### src/rtl/lpseq_pkg.sv
`timescale 1ns/1ps
package lpseq_pkg;

    typedef enum logic [2:0] {
        ST_ACTIVE   = 3'd0,
        ST_SR_ENTER = 3'd1,
        ST_SR_HOLD  = 3'd2,
        ST_SR_EXIT  = 3'd3,
        ST_PD_ENTER = 3'd4,
        ST_PD_HOLD  = 3'd5,
        ST_PD_EXIT  = 3'd6
    } lp_state_e;

    typedef enum logic [1:0] {
        OVR_NONE = 2'b00,
        OVR_NOP  = 2'b01,
        OVR_AREF = 2'b10
    } cmd_ovr_e;

endpackage

### src/rtl/lpseq_timer.sv
`timescale 1ns/1ps
module lpseq_timer #(
    parameter int W = 8
) (
    input  logic         clk,
    input  logic         rst_n,
    input  logic         load,
    input  logic [W-1:0] load_val,
    output logic         zero
);

    logic [W-1:0] cnt_q;

    always_ff @(posedge clk or negedge rst_n) begin
        if (!rst_n) begin
            cnt_q <= '0;
        end else if (load) begin
            cnt_q <= load_val;
        end else if (cnt_q != '0) begin
            cnt_q <= cnt_q - 1'b1;
        end
    end

    assign zero = (cnt_q == '0);

endmodule

### src/rtl/lpseq_fsm.sv
`timescale 1ns/1ps
module lpseq_fsm
    import lpseq_pkg::*;
(
    input  logic      clk,
    input  logic      rst_n,
    input  logic      sr_req,
    input  logic      pd_req,
    input  logic      banks_idle,
    input  logic      clk_stable,
    input  logic      refresh_due,
    input  logic      win_zero,
    output lp_state_e state,
    output logic      go_sr_exit,
    output logic      go_pd_exit
);

    lp_state_e state_q, state_d;

    always_ff @(posedge clk or negedge rst_n) begin
        if (!rst_n) begin
            state_q <= ST_ACTIVE;
        end else begin
            state_q <= state_d;
        end
    end

    always_comb begin
        state_d    = state_q;
        go_sr_exit = 1'b0;
        go_pd_exit = 1'b0;
        unique case (state_q)
            ST_ACTIVE: begin
                if (sr_req) begin
                    // self-refresh has priority; it waits here until all banks close
                    if (banks_idle) state_d = ST_SR_ENTER;
                end else if (pd_req && !refresh_due) begin
                    state_d = ST_PD_ENTER;
                end
            end
            ST_SR_ENTER: state_d = ST_SR_HOLD;
            ST_SR_HOLD: begin
                if (!sr_req && clk_stable) begin
                    state_d    = ST_SR_EXIT;
                    go_sr_exit = 1'b1;
                end
            end
            ST_SR_EXIT: begin
                if (win_zero) state_d = ST_ACTIVE;
            end
            ST_PD_ENTER: state_d = ST_PD_HOLD;
            ST_PD_HOLD: begin
                if ((!pd_req || refresh_due) && clk_stable) begin
                    state_d    = ST_PD_EXIT;
                    go_pd_exit = 1'b1;
                end
            end
            ST_PD_EXIT: begin
                if (win_zero) state_d = ST_ACTIVE;
            end
            default: state_d = ST_ACTIVE;
        endcase
    end

    assign state = state_q;

endmodule

### src/rtl/lpseq_outdec.sv
`timescale 1ns/1ps
module lpseq_outdec
    import lpseq_pkg::*;
(
    input  lp_state_e  state,
    input  logic       dll_zero,
    output logic       cke,
    output logic [1:0] cmd_ovr,
    output logic       cmd_ok,
    output logic       rd_ok
);

    always_comb begin
        cke     = 1'b1;
        cmd_ovr = OVR_NOP;
        cmd_ok  = 1'b0;
        rd_ok   = 1'b0;
        unique case (state)
            ST_ACTIVE: begin
                cmd_ovr = OVR_NONE;
                cmd_ok  = 1'b1;
                rd_ok   = dll_zero;
            end
            ST_SR_ENTER: begin
                cke     = 1'b0;
                cmd_ovr = OVR_AREF;
            end
            ST_SR_HOLD, ST_PD_ENTER, ST_PD_HOLD: begin
                cke     = 1'b0;
            end
            ST_SR_EXIT, ST_PD_EXIT: begin
                cke     = 1'b1;
            end
            default: begin
                cke     = 1'b1;
            end
        endcase
    end

endmodule

### src/rtl/dram_lowpower_seq.sv
`timescale 1ns/1ps
module dram_lowpower_seq
    import lpseq_pkg::*;
#(
    parameter int XS_NOP_CYC  = 10,
    parameter int DLL_CYC     = 200,
    parameter int PD_EXIT_CYC = 2
) (
    input  logic       clk,
    input  logic       rst_n,
    input  logic       sr_req,
    input  logic       pd_req,
    input  logic       banks_idle,
    input  logic       clk_stable,
    input  logic       refresh_due,
    output logic       cke,
    output logic [1:0] cmd_ovr,
    output logic       cmd_ok,
    output logic       rd_ok
);

    localparam int MAXC = (DLL_CYC > XS_NOP_CYC) ?
                          ((DLL_CYC > PD_EXIT_CYC) ? DLL_CYC : PD_EXIT_CYC) :
                          ((XS_NOP_CYC > PD_EXIT_CYC) ? XS_NOP_CYC : PD_EXIT_CYC);
    localparam int TW = $clog2(MAXC + 1);
    localparam logic [TW-1:0] XS_LOAD  = TW'(XS_NOP_CYC - 1);
    localparam logic [TW-1:0] PDX_LOAD = TW'(PD_EXIT_CYC - 1);
    localparam logic [TW-1:0] DLL_LOAD = TW'(DLL_CYC);

    initial begin
        if (XS_NOP_CYC < 1 || PD_EXIT_CYC < 1 || DLL_CYC < XS_NOP_CYC)
            $error("dram_lowpower_seq: illegal window parameters");
    end

    lp_state_e   st;
    logic        go_sr_exit, go_pd_exit;
    logic        win_zero, dll_zero;
    logic [TW-1:0] win_load_val;

    lpseq_fsm u_fsm (
        .clk         (clk),
        .rst_n       (rst_n),
        .sr_req      (sr_req),
        .pd_req      (pd_req),
        .banks_idle  (banks_idle),
        .clk_stable  (clk_stable),
        .refresh_due (refresh_due),
        .win_zero    (win_zero),
        .state       (st),
        .go_sr_exit  (go_sr_exit),
        .go_pd_exit  (go_pd_exit)
    );

    assign win_load_val = go_sr_exit ? XS_LOAD : PDX_LOAD;

    // NOP-only window after any clock-enable rise
    lpseq_timer #(.W(TW)) u_win (
        .clk      (clk),
        .rst_n    (rst_n),
        .load     (go_sr_exit | go_pd_exit),
        .load_val (win_load_val),
        .zero     (win_zero)
    );

    // read-blocking window after self-refresh exit
    lpseq_timer #(.W(TW)) u_dll (
        .clk      (clk),
        .rst_n    (rst_n),
        .load     (go_sr_exit),
        .load_val (DLL_LOAD),
        .zero     (dll_zero)
    );

    lpseq_outdec u_dec (
        .state    (st),
        .dll_zero (dll_zero),
        .cke      (cke),
        .cmd_ovr  (cmd_ovr),
        .cmd_ok   (cmd_ok),
        .rd_ok    (rd_ok)
    );

endmodule

### config.mk
export PLATFORM = sky130hd
export DESIGN_NAME = dram_lowpower_seq
export DESIGN_NICKNAME = d
export VERILOG_FILES = /design/src/rtl/lpseq_pkg.sv /design/src/rtl/lpseq_timer.sv /design/src/rtl/lpseq_fsm.sv /design/src/rtl/lpseq_outdec.sv /design/src/rtl/dram_lowpower_seq.sv
export SDC_FILE = /design/constraint.sdc
export NUM_CORES = 1
export LEC_CHECK = 0
export BUFFER_PORTS_ARGS = -buffer_cell sky130_fd_sc_hd__buf_2
export CORE_ASPECT_RATIO = 0.75
export CORE_MARGIN = 10
export CORE_UTILIZATION = 61
export CTS_BUF_LIST = sky130_fd_sc_hd__clkbuf_8 sky130_fd_sc_hd__clkbuf_16
export DETAILED_ROUTE_END_ITERATION = 6
export PLACE_DENSITY = 0.82
export RECOVER_POWER = 100
export SLEW_MARGIN = 10
export SYNTH_ARGS = -nofsm -noshare
export SYNTH_HDL_FRONTEND = slang
export SYNTH_SLANG_ARGS = --single-unit
### constraint.sdc
create_clock -name clk -period 4.6 [get_ports clk]
set_clock_uncertainty 0.1 [all_clocks]
set_input_delay 0 -clock clk [delete_from_list [all_inputs] [get_ports clk]]
set_output_delay 0 -clock clk [all_outputs]
set_load 0.01 [all_outputs]
==> results.yml, run 1 <==
run_status:
  status: "finished clean"
timing:
  slew-limit-headroom_pct: 30.8
  achievable-frequency_ghz: 0.445
  timing.final.ws_setup_ns: 2.35
  final-hold-violation-count: 0
  maxSlewViolCount: 0
  tightestPinTransition_ns: 1.04
  timing.final.crit_share_pct: 48.9
  grt_setup_unrepaired: "no"
  setup-tns-final_ns: 0
  min_period_ns: 2.25
  setup_viol: 0
logic_synthesis:
  synth_area_sq_um: 1090
  synthDistinctLibCells: 38
  post_synth_main_area_contributors: "sky130_fd_sc_hd__dfrtp_1, sky130_fd_sc_hd__nor2_1, sky130_fd_sc_hd__ha_1"
  synth_top_cell_by_area: "sky130_fd_sc_hd__dfrtp_1"
  synth_area_per_cell_sq_um: 9.20
  synthCells: 119
  yosysWarnings: 0
  synth.yosys.seq_area_share_pct: 43.4
  ys_seq_elements: 19
  synth.top_cell.area_share_pct: 43.4
  syn-num-nets: 129
floorplan:
  die-height_um: 56.7
  placementRows: 13
  initial_utilization_pct: 63.5
  dieArea_sq_um: 3910
  floorplan.die.width_um: 68.9
  core_region_area_sq_um: 1720
  floorplan.io_pins: 12
power:
  p_leak_nw: 0.520
  power-per-cell-area_nw_per_um2: 687
  power.ir.vdd_worst_uv: 380
setup_path:
  crit_fanout: 6
  setup.reg_to_reg.worst_slack_ns: 2.51
  max_stage_delay_ns: 0.62
  setup_cp_type: "flip-flop to output port"
  worstSetupEndpointType: "output port"
  worstPathCellList: "or4_1, or3_1, nor4_1, clkbuf_1"
  cp_data_required_time_ns: 4.50
  critical-path-slowest-cell: "sky130_fd_sc_hd__or4_1"
  worst-endpoint-arrival_ns: 2.15
  critPathLaunchType: "flip-flop"
clocking:
  cts_buffers: 3
  clk-insertion-delay-late_ns: 0.26
  cts.path.max_buffers: 2
  clock_input_transition_at_the_sequential_cells_of_the_worst_setup_and_hold_paths_ns: 0.08
  htree_levels: 1
  cts_sinks: 19
  cts.root.buffer_cell: "sky130_fd_sc_hd__clkbuf_8"
  tritoncts_clock_tree: "built"
  cts_resized: 0
global_route:
  wire_length_of_the_first_global_routing_pass_um: 3840
  grt.total_usage_pct: 12.5
  number_of_global_route_vias_before_repair: 833
  grt_antenna_before_repair: 0
  grt_max_degree: 20
  globalRouteOverflowTotal: 0
route:
  firstDrtPassIters: 4
  routed_wire_length_per_instance_um: 14.6
  avgViaCountPerCell: 5.85
  initialDrtViolationCount: 37
  routed-via-count: 889
  wirelength_um: 2220
  post-route-drc-count: 0
  ant_nets: 0
placed_design:
  place_hpwl_um: 1660
  dp_worst_setup_slack_ns: 2.57
  port_buffers: 11
  final_wtd_congestion: 0.825
cells_and_area:
  areaGrowthSynthToFinish_pct: 9.49
  drive_above_1_share_pct: 10.8
  final_net_count: 141
  utilization_pct: 69.5
  n_antenna_cell: 0
min_path:
  hold_class: "primary input to flip-flop"
run:
  max_cap_violations: 0
==> worst max-delay path: cells and delay by family (launching register included) <==
kind,cells,cell delay [ns]
flops,1,0.41
buf+inv,1,0.19
simple gates,3,1.28
==> worst paths after layout <==
kind,start,endpoint,cells after the start
max reg2reg,u_win.cnt_q[0],u_fsm.state[1],6
min reg2reg,u_dll.cnt_q[6],u_dll.cnt_q[6],1
min in group asynchronous,rst_n,u_win.cnt_q[2],2
max in group asynchronous,rst_n,u_win.cnt_q[7],2
min,sr_req,u_fsm.state[2],4
max,u_dll.cnt_q[5],rd_ok,4
==> synth_stat cells (all sizes together) <==
cell and count:
or3b 1, o21ai 7, and3 2, nand2 8
o211ai 2, or4 2, o31ai 1, a211oi 3
or3 1, xnor2 4, xor2 4, and2 2
o32ai 1, nand2b 3, nand3b 2, dfrtp 19
nor2 16, a31oi 1, nor4 3, nor3 5
nor2b 3, mux2 1, nand3 3, a21oi 2
a32o 1, nor3b 2, nand4 1, clkbuf 4
a211o 2, mux2i 2, ha 3, inv 6
buf 1, a21o 1
==> what timing repair did <==
action / in CTS / in global routing
hold buffers: 1 / 0
hold endpoints to repair: 19 / 0
setup buffers: 0 / 0
==> report_power, final <==
group | switching (mW) | leakage [nW] | internal [mW]
clock network | 0.0605 | 0.0255 | 0.0604
registers | 0.0982 | 0.228 | 0.248
logic | 0.185 | 0.266 | 0.171
total | 0.344 | 0.520 | 0.479
==> routing by layer <==
| metal | up-vias | global-route usage (%) | part of all wire (%) |
|---|---|---|---|
| li1 | 438 | - | - |
| met1 | 419 | 17.2 | 51 |
| met2 | 26 | 16.8 | 41 |
| met3 | 6 | 5.94 | 7.1 |
| met4 | 0 | 3.09 | 0.85 |
| met5 | - | 0 | 0 |
==> logic make-up (layout without fill, tap and decap cells) <==
| logic type | Yosys count | in the layout | share of synthesized area (%) |
|---|---|---|---|
| compound gates | 21 | 21 | 13.3 |
| xor+xnor | 8 | 8 | 6.40 |
| fa+ha+maj | 3 | 3 | 3.43 |
| buf+inv | 11 | 22 | 3.88 |
| flops | 19 | 19 | 43.4 |
| mux | 3 | 3 | 2.86 |
| simple gates | 54 | 54 | 26.7 |
==> placed cells by master, fill, tap and decap left out, drive strengths merged, types with 2 or more instances in the layout <==
cell type / n
nor3b: 2
ha: 3
nor4: 3
nor3: 5
a211o: 2
nor2b: 3
nand2: 8
nand3b: 2
o21ai: 7
xor2: 4
xnor2: 4
clkbuf: 8
a21oi: 2
inv: 6
buf: 6
nand2b: 3
and2: 2
o211ai: 2
nor2: 16
nand3: 3
a211oi: 3
or4: 2
mux2i: 2
dfrtp: 19
and3: 2
==> area by class of cell <==
type / instances / area, sq um
fill: 141 / 526
multi-input combinational: 89 / 568
timing repair buffer: 12 / 58.8
sequential: 19 / 475
inverter: 6 / 22.5
tap: 22 / 27.5
clock inverter: 1 / 5.00
clock buffer: 3 / 41.3
==> sequential cells by signal (all words and copies together), names as in the netlist <==
| name | cells |
|---|---|
| u_dll.cnt_q | 8 |
| u_fsm.state | 3 |
| u_win.cnt_q | 8 |
==> stage by stage <==
step	cell area [sq um]	cells	power [mW]	hold slack [ns]
final	1200	152	0.823	0.0185
after CTS	1210	152	0.835	0.0128
after global routing	1200	152	0.893	0.0263
after detailed placement	1160	147	0.712	-0.138
after global placement	1160	147	0.691	-0.141
after floorplan	1090	119	0.619	-0.396
Power figures use the tool's default switching activity.
==> inputs of run 2 (changes only) <==
--- a/config.mk
+++ b/config.mk
@@ -8,10 +8,10 @@
 export BUFFER_PORTS_ARGS = -buffer_cell sky130_fd_sc_hd__buf_2
 export CORE_ASPECT_RATIO = 0.75
 export CORE_MARGIN = 10
-export CORE_UTILIZATION = 61
+export CORE_UTILIZATION = 56
 export CTS_BUF_LIST = sky130_fd_sc_hd__clkbuf_8 sky130_fd_sc_hd__clkbuf_16
 export DETAILED_ROUTE_END_ITERATION = 6
-export PLACE_DENSITY = 0.82
+export PLACE_DENSITY = 0.77
 export RECOVER_POWER = 100
 export SLEW_MARGIN = 10
 export SYNTH_ARGS = -nofsm -noshare
==> constraint.sdc (replaced) <==
create_clock -name clk -period 2.35 [get_ports clk]
set_clock_uncertainty 0.1 [all_clocks]
set_input_delay 0 -clock clk [delete_from_list [all_inputs] [get_ports clk]]
set_output_delay 0 -clock clk [all_outputs]
set_load 0.01 [all_outputs]
==> run 2 against run 1 <==
  * Design area grew 0.84%
  * Register-to-register slack worse by 2.2 ns
  * Wire length shrank 6.1%
  * Power rose by 93%
  * Clock power is 88% higher
  * Critical path depth unchanged
  * Via count is 0.22% lower
  * Flip-flop and latch count is the same
  * Critical path type unchanged
  * Largest power group unchanged
==> results.yml, run 2 (same netlist as run 1, synthesis figures left out) <==
placed_design:
  place_hpwl_um: 1510
  final_wtd_congestion: 0.799
  placed_cells_incl_taps: 147
  port_buffers: 11
  dp_worst_setup_slack_ns: 0.321
  dpl-instance-area_sq_um: 1160
floorplan:
  floorplan.die.width_um: 71.1
  initial_utilization_pct: 61.2
  floorplan.io_pins: 12
  placementRows: 13
  die-height_um: 58.3
  dieArea_sq_um: 4140
  core_region_area_sq_um: 1790
clocking:
  clock_input_transition_at_the_sequential_cells_of_the_worst_setup_and_hold_paths_ns: 0.07
  cts_resized: 0
  cts_buffers: 3
  cts.root.buffer_cell: "sky130_fd_sc_hd__clkbuf_8"
  clk-insertion-delay-late_ns: 0.26
  cts.path.max_buffers: 2
  htree_levels: 1
  tritoncts_clock_tree: "built"
  cts_sinks: 19
timing:
  setup-tns-final_ns: 0
  min_period_ns: 2.20
  slew-limit-headroom_pct: 32.3
  hold_slack_ns: 0.00179
  grt_setup_unrepaired: "no"
  timing.final.ws_setup_ns: 0.153
  final-hold-violation-count: 0
  maxSlewViolCount: 0
  achievable-frequency_ghz: 0.455
  timing.final.crit_share_pct: 93.5
  setup_viol: 0
  tightestPinTransition_ns: 1.02
cells_and_area:
  most_common_cell_after_layout_fill_and_taps_aside: "sky130_fd_sc_hd__dfrtp_1"
  final_net_count: 142
  post_layout_nonfiller_instances: 153
  commonest_cells_after_routing_fill_and_taps_aside: "sky130_fd_sc_hd__dfrtp_1, sky130_fd_sc_hd__nor2_1, sky130_fd_sc_hd__nand2_1"
  areaGrowthSynthToFinish_pct: 10.4
  drive_above_1_share_pct: 10.7
  utilization_pct: 67.6
  n_antenna_cell: 0
  finish.instance_area_sq_um: 1210
route:
  routed-via-count: 887
  firstDrtPassIters: 4
  ant_nets: 0
  met3_wirelength_um: 146
  avgViaCountPerCell: 5.80
  highest-signal-layer: "met4"
  wirelength_met1_um: 1050
  routed_wire_length_per_instance_um: 13.6
  post-route-drc-count: 0
  initialDrtViolationCount: 48
  routed-wl-met2_um: 872
  wirelength_um: 2090
setup_path:
  setup_cp_type: "flip-flop to output port"
  worst-endpoint-arrival_ns: 2.10
  cp_data_required_time_ns: 2.25
  critPathLaunchType: "flip-flop"
  crit_fanout: 6
  worstSetupEndpointType: "output port"
run:
  max_cap_violations: 0
global_route:
  grt_max_degree: 20
  globalRouteOverflowTotal: 0
  wire_length_of_the_first_global_routing_pass_um: 3570
  grt.total_usage_pct: 10.4
  grt_antenna_before_repair: 0
  number_of_global_route_vias_before_repair: 813
power:
  totalPowerFinal_mw: 1.59
  power.ir.vdd_worst_uv: 788
  power-per-cell-area_nw_per_um2: 1320
  p_leak_nw: 0.530
min_path:
  hold_class: "primary input to flip-flop"
run_status:
  status: "finished clean"
[run 2: changes by cell type in the layout (fill, tap and decap cells not counted)]
cell                            before  now
sky130_fd_sc_hd__buf_2               6    7
sky130_fd_sc_hd__clkbuf_1            5    4
sky130_fd_sc_hd__clkinv_2            1    0
sky130_fd_sc_hd__dlygate4sd3_1       1    2
sky130_fd_sc_hd__inv_1               6    7
[run 2: final timing paths]
kind / startpoint / endpoint / slack (ns) / depth (start not counted)
setup / recovery: u_dll.cnt_q[4] / rd_ok / 0.15 / 4
hold / removal: clk_stable / u_win.cnt_q[0] / 0.002 / 3
setup reg to reg: u_win.cnt_q[0] / u_fsm.state[0] / 0.29 / 6
hold reg to reg: u_dll.cnt_q[7] / u_dll.cnt_q[7] / 0.41 / 2
max in group asynchronous: rst_n / u_dll.cnt_q[2] / 1.21 / 2
min in group asynchronous: rst_n / u_win.cnt_q[7] / 0.32 / 2
[run 2: timing repair]
item                      4_1_cts  5_1_grt
hold endpoints to repair       20        0
setup buffers                   0        0
hold buffers                    2        0
[run 2: critical path, cell delays in order (launching register included)]
cell and delay (ns):
sky130_fd_sc_hd__dfrtp_1 0.42, sky130_fd_sc_hd__or4_1 0.61, sky130_fd_sc_hd__or3_1 0.44, sky130_fd_sc_hd__nor4_1 0.19
sky130_fd_sc_hd__buf_2 0.18
[run 2: power breakdown]
group,internal [mW],total [mW],switching (mW)
registers,0.485,0.673,0.188
logic,0.334,0.688,0.354
clock network,0.116,0.228,0.112
total,0.936,1.59,0.654
[run 2: cell type report]
class	count	area (sq um)
Multi-Input combinational cell	89	568
Timing Repair Buffer	13	70.1
Sequential cell	19	475
Tap cell	22	27.5
Fill cell	144	581
Inverter	6	22.5
Clock inverter	1	3.75
Clock buffer	3	41.3
[run 2: metal layers]
layer / GRT usage [%] / up-vias
met5: 0 / -
met4: 3.31 / 0
met3: 5.03 / 5
met2: 15.1 / 25
met1: 13.1 / 412
li1: - / 445
==> inputs of run 3 (changes only) <==
==> constraint.sdc (replaced) <==
create_clock -name clk -period 2.35 [get_ports clk]
set_clock_uncertainty 0.1 [all_clocks]
set_input_delay 0.1175 -clock clk [delete_from_list [all_inputs] [get_ports clk]]
set_output_delay 0.1175 -clock clk [all_outputs]
set_load 0.01 [all_outputs]
==> run 3 against run 2 <==
  * Wire length increased by 3.6%
  * Sequential power increased by 1%
  * Final cell count decreased by 0.65%
  * Die area unchanged
  * Design area increased by 0.41%
  * Combinational power increased by 2%
  * Clock power about the same
  * Global-route usage increased by 0.93 points
  * Register-to-register slack got worse by 0.06 ns
  * Utilization increased by 0.28 points
  * Maximum frequency decreased by 2.9%
  * Largest cell class unchanged
==> results.yml, run 3 (same netlist as run 1, synthesis figures left out) <==
run_status:
  status: "finished clean"
global_route:
  wire_length_of_the_first_global_routing_pass_um: 3820
  number_of_global_route_vias_before_repair: 871
  globalRouteOverflowTotal: 0
  grt_antenna_before_repair: 0
  grt_max_degree: 20
  grt.total_usage_pct: 11.3
power:
  power-per-cell-area_nw_per_um2: 1320
  totalPowerFinal_mw: 1.61
  power.ir.vdd_worst_uv: 874
  p_leak_nw: 0.528
floorplan:
  die-height_um: 58.3
  placementRows: 13
  floorplan.die.width_um: 71.1
  dieArea_sq_um: 4140
  core_region_area_sq_um: 1790
  initial_utilization_pct: 61.2
  floorplan.io_pins: 12
setup_path:
  crit_fanout: 6
  setup_cp_type: "flip-flop to output port"
  critPathLaunchType: "flip-flop"
  reg2reg_depth: 6
  worst_r2r_endpoint: "u_fsm.state[0]"
  worstSetupStartpoint: "u_dll.cnt_q[5]"
  crit_family: "simple AND/OR/NAND/NOR gates"
  r2r_startpoint: "u_win.cnt_q[0]"
  worstPathCellList: "or4_4, or3_4, nor4_2, clkbuf_2"
  critical-path-slowest-cell: "sky130_fd_sc_hd__or4_4"
  worst-endpoint-arrival_ns: 2.04
  worstSetupEndpointType: "output port"
  cp_data_required_time_ns: 2.13
  setup.reg_to_reg.worst_slack_ns: 0.23
  max_stage_delay_ns: 0.59
  critical_path_buffer_and_inverter_count: 1
timing:
  timing.final.crit_share_pct: 96.3
  final-hold-violation-count: 0
  grt_setup_unrepaired: "no"
  tightestPinTransition_ns: 1.01
  min_period_ns: 2.26
  achievable-frequency_ghz: 0.442
  slew-limit-headroom_pct: 32.5
  setup-tns-final_ns: 0
  hold_slack_ns: 0.105
  setup_viol: 0
  maxSlewViolCount: 0
clocking:
  htree_levels: 1
  cts_sinks: 19
  cts.path.max_buffers: 2
  post-cts-setup-buffers: 0
  cts.root.buffer_cell: "sky130_fd_sc_hd__clkbuf_8"
  tritoncts_clock_tree: "built"
  clock_input_transition_at_the_sequential_cells_of_the_worst_setup_and_hold_paths_ns: 0.07
  clk-insertion-delay-late_ns: 0.26
  cts_buffers: 3
route:
  routed_wire_length_per_instance_um: 14.2
  wirelength_um: 2160
  firstDrtPassIters: 4
  initialDrtViolationCount: 36
  ant_nets: 0
  routed-via-count: 896
  avgViaCountPerCell: 5.89
  post-route-drc-count: 0
placed_design:
  port_buffers: 11
  dpl-instance-area_sq_um: 1160
  placed_cells_incl_taps: 147
  final_wtd_congestion: 0.777
  place_hpwl_um: 1580
min_path:
  hold_path_end: "u_fsm.state[2]"
  min_delay_path_depth: 4
  hold_class: "primary input to flip-flop"
  min-delay-start: "sr_req"
cells_and_area:
  fillers: 144
  most_common_cell_after_layout_fill_and_taps_aside: "sky130_fd_sc_hd__dfrtp_1"
  areaGrowthSynthToFinish_pct: 10.9
  final_net_count: 141
  post_layout_nonfiller_instances: 152
  n_antenna_cell: 0
  commonest_cells_after_routing_fill_and_taps_aside: "sky130_fd_sc_hd__dfrtp_1, sky130_fd_sc_hd__nor2_1, sky130_fd_sc_hd__nand2_1, sky130_fd_sc_hd__inv_1, sky130_fd_sc_hd__o21ai_0"
  drive_above_1_share_pct: 13.1
  finish.instance_area_sq_um: 1210
run:
  max_cap_violations: 0
-- run 3: area by class of cell --
type	instances	area (sq um)	share of cell area, %
clock inverters	1	3.75	0.309
repair buffers	12	60.1	4.95
multi-input cells	89	583	48.0
clock buffers	3	41.3	3.40
well taps	22	27.5	2.27
inverters	6	22.5	1.86
flip-flops and latches	19	475	39.2
-- run 3: where the power goes --
part	total, mW	internal (mW)	switching [mW]
clock	0.226	0.116	0.110
sequential	0.682	0.485	0.196
combinational	0.699	0.338	0.361
total	1.61	0.940	0.668
-- run 3: stage by stage --
stage	worst slack (ns)	util, %
6_report	0.0876	67.8
5_1_grt	0.0238	67.8
4_1_cts	0.0815	68.1
3_5_place_dp	0.241	64.7
3_3_place_gp	0.388	64.7
2_1_floorplan	0.467	-
-- run 3: per-layer routing --
layer / vias up / global-route usage [%] / share of wire (%)
li1: 441 / - / -
met1: 425 / 13.8 / 49
met2: 25 / 16.0 / 42
met3: 5 / 5.19 / 7.3
met4: 0 / 6.34 / 1.9
met5: - / 0 / 0
-- run 3: how the worst max path moves through the flow --
stage | end | slack [ns] | cells after the start
after floorplan | rd_ok | 0.47 | 3
after global placement | u_fsm.state[0] | 0.39 | 6
after detailed placement | u_fsm.state[0] | 0.24 | 6
after CTS | rd_ok | 0.08 | 4
after global routing | rd_ok | 0.02 | 4
final | rd_ok | 0.09 | 4
-- run 3: worst min-delay path, cell delays in order --
cell	delay, ns
sky130_fd_sc_hd__buf_2	0.10
sky130_fd_sc_hd__nor3_1	0.05
sky130_fd_sc_hd__nor2_1	0.07
sky130_fd_sc_hd__o32ai_1	0.08
-- run 3: repair_timing --
action / 4_1_cts / 5_1_grt
hold endpoints to repair: 19 / 0
hold buffers: 1 / 0
resized for setup: 1 / 0
endpoints found under the setup margin: 1 / 0
